## src/rtl/amiDecPkg.sv

```systemverilog
package amiDecPkg;

  // Rail edge events reported by the datapath
  typedef struct packed {
    logic risePos;
    logic riseNeg;
    logic timeout;
  } railEvents_t;

  // Strobes from the control to the datapath
  typedef struct packed {
    logic pulse;     // single-rail mark accepted
    logic depart;    // one departure from nominal pattern
    logic frame;     // correctly spaced repeat (bucket leak)
    logic frameOut;  // frame strobe to be issued (locked)
  } ctlStrobes_t;

  typedef enum logic [1:0] {
    A_SEARCH,  // no spacing reference
    A_REF,     // reference repeat seen
    A_ONE,     // one correctly spaced repeat seen
    A_LOCK     // aligned
  } alignState_t;

endpackage

```

## src/rtl/amiDecDatapath.sv

```systemverilog
module amiDecDatapath
  import amiDecPkg::*;
#(
  parameter int SYNC_DEPTH = 2,
  parameter int GAP_LIMIT  = 2930,
  parameter int BUCKET_W   = 8,
  parameter int BUCKET_INC = 4
) (
  input  logic                clk,
  input  logic                rstN,
  input  logic                railPos,
  input  logic                railNeg,
  input  logic [BUCKET_W-1:0] thrHigh,
  input  logic [BUCKET_W-1:0] thrLow,
  input  ctlStrobes_t         cmd,
  output railEvents_t         evt,
  output logic                clk64,
  output logic                frameStb,
  output logic                departStb,
  output logic                qualAlarm,
  output logic                noActivity
);

  localparam int GAP_W      = $clog2(GAP_LIMIT + 1);
  localparam int BUCKET_MAX = (1 << BUCKET_W) - 1;

  // Synchronizer and rising-edge detect, one per rail
  logic [1:0] railIn;
  logic [1:0] riseVec;
  assign railIn = {railNeg, railPos};

  for (genvar r = 0; r < 2; r++) begin : gRail
    logic [SYNC_DEPTH-1:0] pipe;
    logic                  last;
    always_ff @(posedge clk or negedge rstN) begin
      if (!rstN) begin
        pipe <= '0;
        last <= 1'b0;
      end else begin
        pipe <= {pipe[SYNC_DEPTH-2:0], railIn[r]};
        last <= pipe[SYNC_DEPTH-1];
      end
    end
    assign riseVec[r] = pipe[SYNC_DEPTH-1] & ~last;
  end

  // Activity timer
  logic [GAP_W-1:0] gapCnt;
  logic             anyRise;
  logic             timeoutNow;

  assign anyRise    = |riseVec;
  assign timeoutNow = !noActivity && !anyRise && (gapCnt == GAP_W'(GAP_LIMIT - 1));

  always_ff @(posedge clk or negedge rstN) begin
    if (!rstN) begin
      gapCnt     <= '0;
      noActivity <= 1'b1;
    end else if (anyRise) begin
      gapCnt     <= '0;
      noActivity <= 1'b0;
    end else if (timeoutNow) begin
      gapCnt     <= '0;
      noActivity <= 1'b1;
    end else if (!noActivity) begin
      gapCnt     <= gapCnt + 1'b1;
    end
  end

  assign evt = '{risePos: riseVec[0], riseNeg: riseVec[1], timeout: timeoutNow};

  // Leaky bucket and hysteresis alarm
  logic [BUCKET_W-1:0] bucket;
  logic [BUCKET_W:0]   bucketSum;
  assign bucketSum = {1'b0, bucket} + (BUCKET_W + 1)'(BUCKET_INC);

  always_ff @(posedge clk or negedge rstN) begin
    if (!rstN) begin
      bucket <= '0;
    end else if (cmd.depart) begin
      bucket <= (bucketSum > (BUCKET_W + 1)'(BUCKET_MAX)) ? '1 : bucketSum[BUCKET_W-1:0];
    end else if (cmd.frame && bucket != '0) begin
      bucket <= bucket - 1'b1;
    end
  end

  always_ff @(posedge clk or negedge rstN) begin
    if (!rstN) begin
      qualAlarm <= 1'b0;
    end else if (bucket > thrHigh) begin
      qualAlarm <= 1'b1;
    end else if (bucket < thrLow) begin
      qualAlarm <= 1'b0;
    end
  end

  // Registered outputs
  always_ff @(posedge clk or negedge rstN) begin
    if (!rstN) begin
      clk64     <= 1'b0;
      frameStb  <= 1'b0;
      departStb <= 1'b0;
    end else begin
      clk64     <= clk64 ^ cmd.pulse;
      frameStb  <= cmd.frameOut;
      departStb <= cmd.depart;
    end
  end

  AST_TOGGLE_NEEDS_ACTIVITY: assert property (@(posedge clk) disable iff (!rstN)
    (clk64 != $past(clk64)) |-> !noActivity);
  AST_BUCKET_UP_ON_DEPART: assert property (@(posedge clk) disable iff (!rstN)
    (bucket > $past(bucket)) |-> $past(cmd.depart));
  AST_BUCKET_DOWN_BY_ONE: assert property (@(posedge clk) disable iff (!rstN)
    (bucket < $past(bucket)) |-> (bucket == $past(bucket) - 1'b1));
  AST_ALARM_SET_ABOVE: assert property (@(posedge clk) disable iff (!rstN)
    $rose(qualAlarm) |-> ($past(bucket) > $past(thrHigh)));
  AST_ALARM_CLEAR_BELOW: assert property (@(posedge clk) disable iff (!rstN)
    $fell(qualAlarm) |-> ($past(bucket) < $past(thrLow)));
  AST_TIMEOUT_DEPARTS: assert property (@(posedge clk) disable iff (!rstN)
    timeoutNow |=> (departStb && noActivity));

endmodule

```

## src/rtl/amiDecControl.sv

```systemverilog
module amiDecControl
  import amiDecPkg::*;
#(
  parameter int FRAME_LEN = 8
) (
  input  logic        clk,
  input  logic        rstN,
  input  railEvents_t evt,
  output ctlStrobes_t cmd,
  output logic        frameLocked
);

  localparam int CNT_W = $clog2(FRAME_LEN);

  alignState_t      alignState;
  logic             havePrev;
  logic             lastPol;
  logic [CNT_W-1:0] sinceViol;

  logic single, dual, pol, isViol, haveRef, spacingOk;
  logic goodViol, badViol, missing;

  assign single    = evt.risePos ^ evt.riseNeg;
  assign dual      = evt.risePos & evt.riseNeg;
  assign pol       = evt.risePos;
  assign isViol    = single && havePrev && (pol == lastPol);
  assign haveRef   = (alignState != A_SEARCH);
  assign spacingOk = (sinceViol == CNT_W'(FRAME_LEN - 1));
  assign goodViol  = isViol && haveRef && spacingOk;
  assign badViol   = isViol && haveRef && !spacingOk;
  assign missing   = single && !isViol && haveRef && spacingOk;

  assign cmd = '{pulse:    single,
                 depart:   dual | badViol | missing | evt.timeout,
                 frame:    goodViol,
                 frameOut: goodViol && (alignState == A_LOCK)};

  assign frameLocked = (alignState == A_LOCK);

  always_ff @(posedge clk or negedge rstN) begin
    if (!rstN) begin
      alignState <= A_SEARCH;
      havePrev   <= 1'b0;
      lastPol    <= 1'b0;
      sinceViol  <= '0;
    end else if (evt.timeout) begin
      alignState <= A_SEARCH;
      havePrev   <= 1'b0;
      sinceViol  <= '0;
    end else if (single) begin
      havePrev <= 1'b1;
      lastPol  <= pol;
      if (isViol || spacingOk) sinceViol <= '0;
      else                     sinceViol <= sinceViol + 1'b1;
      if (isViol) begin
        unique case (alignState)
          A_SEARCH: alignState <= A_REF;
          A_REF:    alignState <= goodViol ? A_ONE : A_REF;
          A_ONE:    alignState <= goodViol ? A_LOCK : A_REF;
          A_LOCK:   alignState <= goodViol ? A_LOCK : A_REF;
          default:  alignState <= A_SEARCH;
        endcase
      end else if (missing) begin
        alignState <= A_REF;
      end
    end
  end

  AST_LOCK_FROM_ONE_GOOD: assert property (@(posedge clk) disable iff (!rstN)
    $rose(frameLocked) |-> ($past(alignState) == A_ONE));
  AST_TIMEOUT_DROPS_LOCK: assert property (@(posedge clk) disable iff (!rstN)
    evt.timeout |=> (alignState == A_SEARCH && !frameLocked));
  AST_DUAL_KEEPS_COUNT: assert property (@(posedge clk) disable iff (!rstN)
    dual |=> $stable(sinceViol));

endmodule

```

## src/rtl/amiCompositeClkDecoder.sv

```systemverilog
module amiCompositeClkDecoder
  import amiDecPkg::*;
#(
  parameter int SYNC_DEPTH = 2,
  parameter int FRAME_LEN  = 8,
  parameter int GAP_LIMIT  = 2930,
  parameter int BUCKET_W   = 8,
  parameter int BUCKET_INC = 4
) (
  input  logic                clk,
  input  logic                rstN,
  input  logic                railPos,
  input  logic                railNeg,
  input  logic [BUCKET_W-1:0] thrHigh,
  input  logic [BUCKET_W-1:0] thrLow,
  output logic                clk64,
  output logic                frameStb,
  output logic                departStb,
  output logic                frameLocked,
  output logic                qualAlarm,
  output logic                noActivity
);

  railEvents_t evt;
  ctlStrobes_t cmd;

  amiDecDatapath #(
    .SYNC_DEPTH(SYNC_DEPTH),
    .GAP_LIMIT (GAP_LIMIT),
    .BUCKET_W  (BUCKET_W),
    .BUCKET_INC(BUCKET_INC)
  ) uDatapath (
    .clk       (clk),
    .rstN      (rstN),
    .railPos   (railPos),
    .railNeg   (railNeg),
    .thrHigh   (thrHigh),
    .thrLow    (thrLow),
    .cmd       (cmd),
    .evt       (evt),
    .clk64     (clk64),
    .frameStb  (frameStb),
    .departStb (departStb),
    .qualAlarm (qualAlarm),
    .noActivity(noActivity)
  );

  amiDecControl #(
    .FRAME_LEN(FRAME_LEN)
  ) uControl (
    .clk        (clk),
    .rstN       (rstN),
    .evt        (evt),
    .cmd        (cmd),
    .frameLocked(frameLocked)
  );

  AST_FRAME_WHILE_LOCKED: assert property (@(posedge clk) disable iff (!rstN)
    frameStb |-> frameLocked);
  AST_FRAME_ONE_CYCLE: assert property (@(posedge clk) disable iff (!rstN)
    frameStb |=> !frameStb);

endmodule

```

## config.mk

```make
export PLATFORM = sky130hd
export DESIGN_NAME = amiCompositeClkDecoder
export DESIGN_NICKNAME = d
export VERILOG_FILES = /design/src/rtl/amiDecPkg.sv /design/src/rtl/amiDecDatapath.sv /design/src/rtl/amiDecControl.sv /design/src/rtl/amiCompositeClkDecoder.sv
export SDC_FILE = /design/constraint.sdc
export NUM_CORES = 1
export LEC_CHECK = 0
export ABC_AREA = 1
export ABC_CLOCK_PERIOD_IN_PS = 1680
export BUFFER_PORTS_ARGS = -buffer_cell sky130_fd_sc_hd__buf_2
export CORE_AREA = 2 2 83 85
export CTS_CLUSTER_SIZE = 40
export DETAILED_ROUTE_END_ITERATION = 16
export DIE_AREA = 0 0 85 87
export PLACE_DENSITY = 0.61
export SLEW_MARGIN = 20
export SYNTH_ARGS = -nofsm -noshare
export SYNTH_HDL_FRONTEND = slang
export SYNTH_SLANG_ARGS = --single-unit
```

## constraint.sdc

```tcl
create_clock -name clk -period 1.68 [get_ports clk]
set_clock_uncertainty 0.05 [all_clocks]
set_input_delay 0.336 -clock clk [delete_from_list [all_inputs] [get_ports clk]]
set_output_delay 0.336 -clock clk [all_outputs]
set_load 0.01 [all_outputs]
```

; After elaboration in Yosys (flattened, before gate mapping)
; Index checks and enable logic that the tools add are counted.
[word_totals]
register_bits = 38
output_inout_bits = 6
in_bits = 20
[op_classes]
bitwise_logic = 11
order_cmp = 3
addsub = 4
n_mux = 22
eq_ne = 7
reduce_logical = 29
[ops]
columns = cell, count
row1 = 12-bit two-way mux, 3
row2 = 8-bit two-way mux, 3
row3 = "12-bit by 1-bit adder with 12-bit output, second input constant", 1
row4 = "12-bit equality test, second input constant", 1
row5 = 1-bit logical AND, 12
row6 = 2-bit two-way mux, 6
row7 = 2-bit nonzero test, 5
row8 = "8-bit by 3-bit adder with 9-bit output, second input constant", 1
row9 = "9-bit by 8-bit greater-than comparator with 1-bit output, second input constant", 1
row10 = 3-bit two-way mux, 3
row11 = 8-bit greater-than comparator, 1
row12 = 8-bit < comparator, 1
row13 = 8-bit nonzero test, 1
row14 = "8-bit by 1-bit subtractor with 8-bit output, second input constant", 1
row15 = 1-bit two-way mux, 6
row16 = 2-bit case mux with 3 select lines, 1
row17 = "2-bit equality test, second input constant", 2
row18 = 1-bit logical NOT, 4
row19 = 2-bit AND reduction, 2
row20 = 2-bit OR reduction, 2
row21 = "3-bit by 1-bit adder with 3-bit output, second input constant", 1
row22 = 1-bit bitwise AND, 3
row23 = "3-bit equality test, second input constant", 1
row24 = "3-bit != test, second input constant", 1
row25 = 8 further kinds, 13

; Depth between registers and ports, before layout
[logic_depth]
word_depth = 13
ltp_mapped = 14

; By module
; From an unflattened synthesis, not the netlist that was laid out.
[hier_totals]
hier_cells = 338
area_unflattened_um2 = 2581.2
[by_module_without_submodules]
columns = mod, instances, area_each_um2, cells_per_inst
row1 = amiDecDatapath, 1, 2108.3, 275
row2 = amiDecControl, 1, 473.0, 63

; Worst setup path before layout
; No wires, ideal clock.
[synth_path]
path_kind = register -> register
startpoint = register uDatapath.gRail[0].pipe[1]
endpoint = register uDatapath.bucket[3]
arrival_time_ns = 1.593
setup_ns = 0.116
setup_slack_ns = -0.079
path_stages_with_launch = 14
required_ns = 1.514
path_buffers = 0
cell_sequence = dfrtp_1 > inv_1 > nor2_2 > ha_1 > nand2_1 > clkinv_1 > nand3_4 > nand2_2 > nand2_4 > inv_2 > nand2_4 > nand2_2 > o21ai_2 > inv_1
[synth_rtl]
columns = item, line_no
row1 = from (decl), amiDecDatapath.sv:33  ; logic [SYNC_DEPTH-1:0] pipe;
row2 = from (signal assigned), amiDecDatapath.sv:40  ; pipe <= {pipe[SYNC_DEPTH-2:0], railIn[r]};
row3 = to (signal assigned), amiDecDatapath.sv:81  ; bucket <= (bucketSum > (BUCKET_W + 1)'(BUCKET_MAX)) ? '1 : bucketSum[BUCKET_W-1:0];
row4 = to (signal assigned), amiDecDatapath.sv:83  ; bucket <= bucket - 1'b1;
row5 = to (decl), amiDecDatapath.sv:73  ; logic [BUCKET_W-1:0] bucket;

==> impl_metrics.env <==
export IMPL_outcome="complete, but fails checks"
export IMPL_violations="negative setup slack"
export IMPL_postSynthRegisterBits=38
export IMPL_async_reset_ff_share_pct=100
export IMPL_grt_first_pass_wirelength_um=9270
export IMPL_r2r_start="uDatapath.gRail[0].pipe[1]"
export IMPL_grt_antenna_before_repair=0
export IMPL_total_vias_in_the_final_route=2167
export IMPL_fmax_ghz=0.562
export IMPL_p_leak_nw=1.72
export IMPL_mappedNetlistNets=374
export IMPL_port_buffers=25
export IMPL_floorplan_initialDensity_pct=38.8
export IMPL_site_row_count=30
export IMPL_final_max_slew_violation_count=0
export IMPL_hold_path_class="primary input to register"
export IMPL_dieWidth_um=85
export IMPL_crit_path_start="uDatapath.gRail[0].pipe[1]"
export IMPL_slew_limit_headroom_pct=78.0
export IMPL_dr_pass1_iters=4
export IMPL_power_density_nw_per_um2=1240
export IMPL_route_met2_wl_um=2430
export IMPL_tritoncts_num_buffers=5
export IMPL_final_critical_path_setup_slack_ns=-0.101
export IMPL_num_fill_cells=626
export IMPL_cp_data_arrival_time_ns=1.92
export IMPL_regToRegEndpoint="uDatapath.bucket[3]"
export IMPL_multiInputGateArea_um2=1500
export IMPL_drt_vias_per_instance=4.62
export IMPL_place_gp_congestion=0.892
export IMPL_num_io_pins=26
export IMPL_timing_final_hold_violations=0
export IMPL_critical_path_max_fanout=6
export IMPL_postRouteAntennaNets=0
export IMPL_layout_area_seq_um2=953
export IMPL_grt_pass1_vias=2125
export IMPL_crit_type="register to register"
export IMPL_wl_per_cell_um=11.4
export IMPL_synth_top_cells_by_area="sky130_fd_sc_hd__dfrtp_1 (36%), sky130_fd_sc_hd__ha_1 (13%), sky130_fd_sc_hd__nand2_1 (11%)"
export IMPL_worst_setup_path_end_kind="register"
export IMPL_syn_inst=327
export IMPL_synthDistinctLibCells=31
export IMPL_syn_area_um2=2550
export IMPL_clock_sinks=38
export IMPL_drive_gt1_share_pct=29.6
export IMPL_cts_max_level=2
export IMPL_timing_reg2reg_setup_slack_ns=-0.10
export IMPL_post_synth_top_area_fraction_pct=36.3
export IMPL_wl_met3_um=107
export IMPL_floorplan_die_area_um2=7400
export IMPL_core_region_area_um2=6570
export IMPL_drt_met1_wl_um=2760
export IMPL_crit_path_start_kind="register"
export IMPL_cp_cell_sequence="inv_2, nor2_4, ha_4, nand2_4, inv_4, nand3_4, o21bai_4, inv_2, nand2_8, nand2_4, o21ai_2, inv_1"
export IMPL_min_delay_worst_endpoint="uDatapath.gRail[0].pipe[0]"
export IMPL_track_usage_pct=15.4
export IMPL_synth_commonest_cells="sky130_fd_sc_hd__nand2_1 (74), sky130_fd_sc_hd__inv_1 (52), sky130_fd_sc_hd__dfrtp_1 (37)"
export IMPL_rsz0062_at_grt="yes"
export IMPL_synth_edf_count=0
export IMPL_reg_clk_slew_reported_paths_ns=0.08
export IMPL_topRoutingLayerUsed="met4"
export IMPL_synth_avg_cell_area_um2=7.80
export IMPL_area_growth_synth_to_final_pct=28.9
export IMPL_antennaDiodeCount=0
export IMPL_finalPower_mw=4.07
export IMPL_finish_net_count=435
export IMPL_reg2regPathDepth=12
export IMPL_place_hpwl_um=4030
export IMPL_layout_min_cycle_time_ns=1.78
export IMPL_route_final_wire_length_um=5350
export IMPL_root_buffer="sky130_fd_sc_hd__clkbuf_8"
export IMPL_dp_slack_ns=-0.118
export IMPL_drc_errors=0
export IMPL_cts_tree="built"
export IMPL_hp_start="railPos"
export IMPL_yosysMostFrequentCell="sky130_fd_sc_hd__nand2_1"
export IMPL_required_ns=1.82
export IMPL_finalSetupViolCount=10
export IMPL_latest_clock_arrival_within_the_worst_skew_pair_ns=0.29
export IMPL_gr_total_overflow=0
export IMPL_dieHeight_um=87
export IMPL_worst_slew_pin_slew_ns=0.330
export IMPL_critical_path_slowest_cell="sky130_fd_sc_hd__dfrtp_1"
export IMPL_grt_start_max_net_pins=39
export IMPL_synth_warnings=0
export IMPL_critical_path_max_stage_delay_ns=0.41
export IMPL_worst_hold_path_num_cells=1
export IMPL_layout_worst_path_cycle_share_pct=106
export IMPL_cts_max_path_buffers=2
export IMPL_first_iter_violations=77
export IMPL_yosys_most_used_dff="sky130_fd_sc_hd__dfrtp_1"
export IMPL_peakVddDrop_uv=546
export IMPL_ys_seq_area_share_pct=37.3
export IMPL_synth_top_cell_by_area="sky130_fd_sc_hd__dfrtp_1"
export IMPL_timing_max_cap_violations=0
==> logic make-up after synthesis <==
kind of cell    Yosys count  share of synthesized area [%]
flops                    38                           37.3
fa+ha+maj                27                           13.2
compound gates           42                           10.3
simple gates            153                           27.9
xor+xnor                  7                           2.40
buf+inv                  60                           8.83
==> flip-flops by register name, summed over array words and instances, names as in the netlist <==
| name | count |
|---|---|
| uDatapath.frameStb | 1 |
| uDatapath.bucket | 8 |
| uDatapath.gapCnt | 12 |
| uDatapath.clk64 | 1 |
| uDatapath.departStb | 1 |
| uDatapath.gRail.last | 2 |
| uDatapath.gRail.pipe | 4 |
| uControl.sinceViol | 3 |
| uDatapath.qualAlarm | 1 |
| uControl.alignState | 2 |
| uDatapath.noActivity | 1 |
| uControl.havePrev | 1 |
| uControl.lastPol | 1 |
==> power breakdown <==
group	total (mW)	switching (mW)	leakage, nW	internal (mW)
Combinational	1.75	0.948	1.17	0.800
Sequential	1.36	0.256	0.480	1.10
Clock	0.968	0.334	0.0714	0.634
==> critical path: cells and delay by family (launching register included) <==
family	cells	cell delay, ns
DFF	1	0.41
and+or+nand+nor	5	0.34
AOI/OAI and AO/OA	2	0.31
adders and majority gates	1	0.29
buffers and inverters	4	0.27
==> layout by cell type (no fill, tap or decap), drive strengths merged <==
cell,count
o22ai,2
nand4,7
dlygate4sd3,1
xor2,6
nand3,20
inv,60
dfrtp,37
o21a,4
and3,1
xnor2,1
a31oi,1
o21bai,1
a22o,2
nor3,3
dfstp,1
clkbuf,6
o221a,2
nor2,34
ha,27
bufinv,2
nand2,88
buf,53
a21oi,16
o21ai,14
==> stage by stage <==
| stage | util, % | hold WS (ns) | cells | setup TNS (ns) | instance area [um2] |
|---|---|---|---|---|---|
| after floorplan | - | -0.00959 | 327 | -0.00674 | 2570 |
| after global placement | 45.7 | 0.269 | 457 | -0.474 | 3000 |
| after detailed placement | 45.7 | 0.270 | 457 | -0.823 | 3000 |
| after CTS | 48.3 | 0.0892 | 468 | -0.598 | 3180 |
| after global routing | 50.1 | 0.0878 | 469 | -2.16 | 3290 |
| final | 50.1 | 0.0981 | 469 | -0.740 | 3290 |
==> area by class of cell <==
| type | instances | share of cell area, % |
|---|---|---|
| Multi-Input combinational cell | 229 | 45.5 |
| Sequential cell | 38 | 29.0 |
| Timing Repair Buffer | 54 | 11.1 |
| Inverter | 60 | 7.00 |
| Tap cell | 80 | 3.04 |
| Clock buffer | 6 | 2.51 |
| Clock inverter | 2 | 1.83 |
==> how the worst max path moves through the flow <==
| stage | endpoint | slack (ns) | cells after the start |
|---|---|---|---|
| final | uDatapath.bucket[3] | -0.10 | 12 |
| after global routing | uDatapath.bucket[6] | -0.22 | 13 |
| after CTS | uDatapath.bucket[3] | -0.08 | 12 |
| after detailed placement | uDatapath.bucket[3] | -0.12 | 12 |
| after global placement | uDatapath.bucket[3] | -0.1 | 12 |
| after floorplan | uDatapath.bucket[3] | -0.007 | 12 |
==> routing by layer <==
metal  track usage (%)  vias to the layer above
li1                  -                     1164
met3              2.84                        5
met5                 0                        -
met1              21.1                      984
met4              4.33                        0
met2              25.1                       14
==> timing repair <==
item	CTS	global route
pin swaps	10	7
hold endpoints to repair	37	0
setup endpoints to repair	17	26
gates resized for setup	6	27
hold buffers	1	0
setup buffers	2	1
cloned	0	0
No activity file was read; power rests on OpenSTA's default activity.
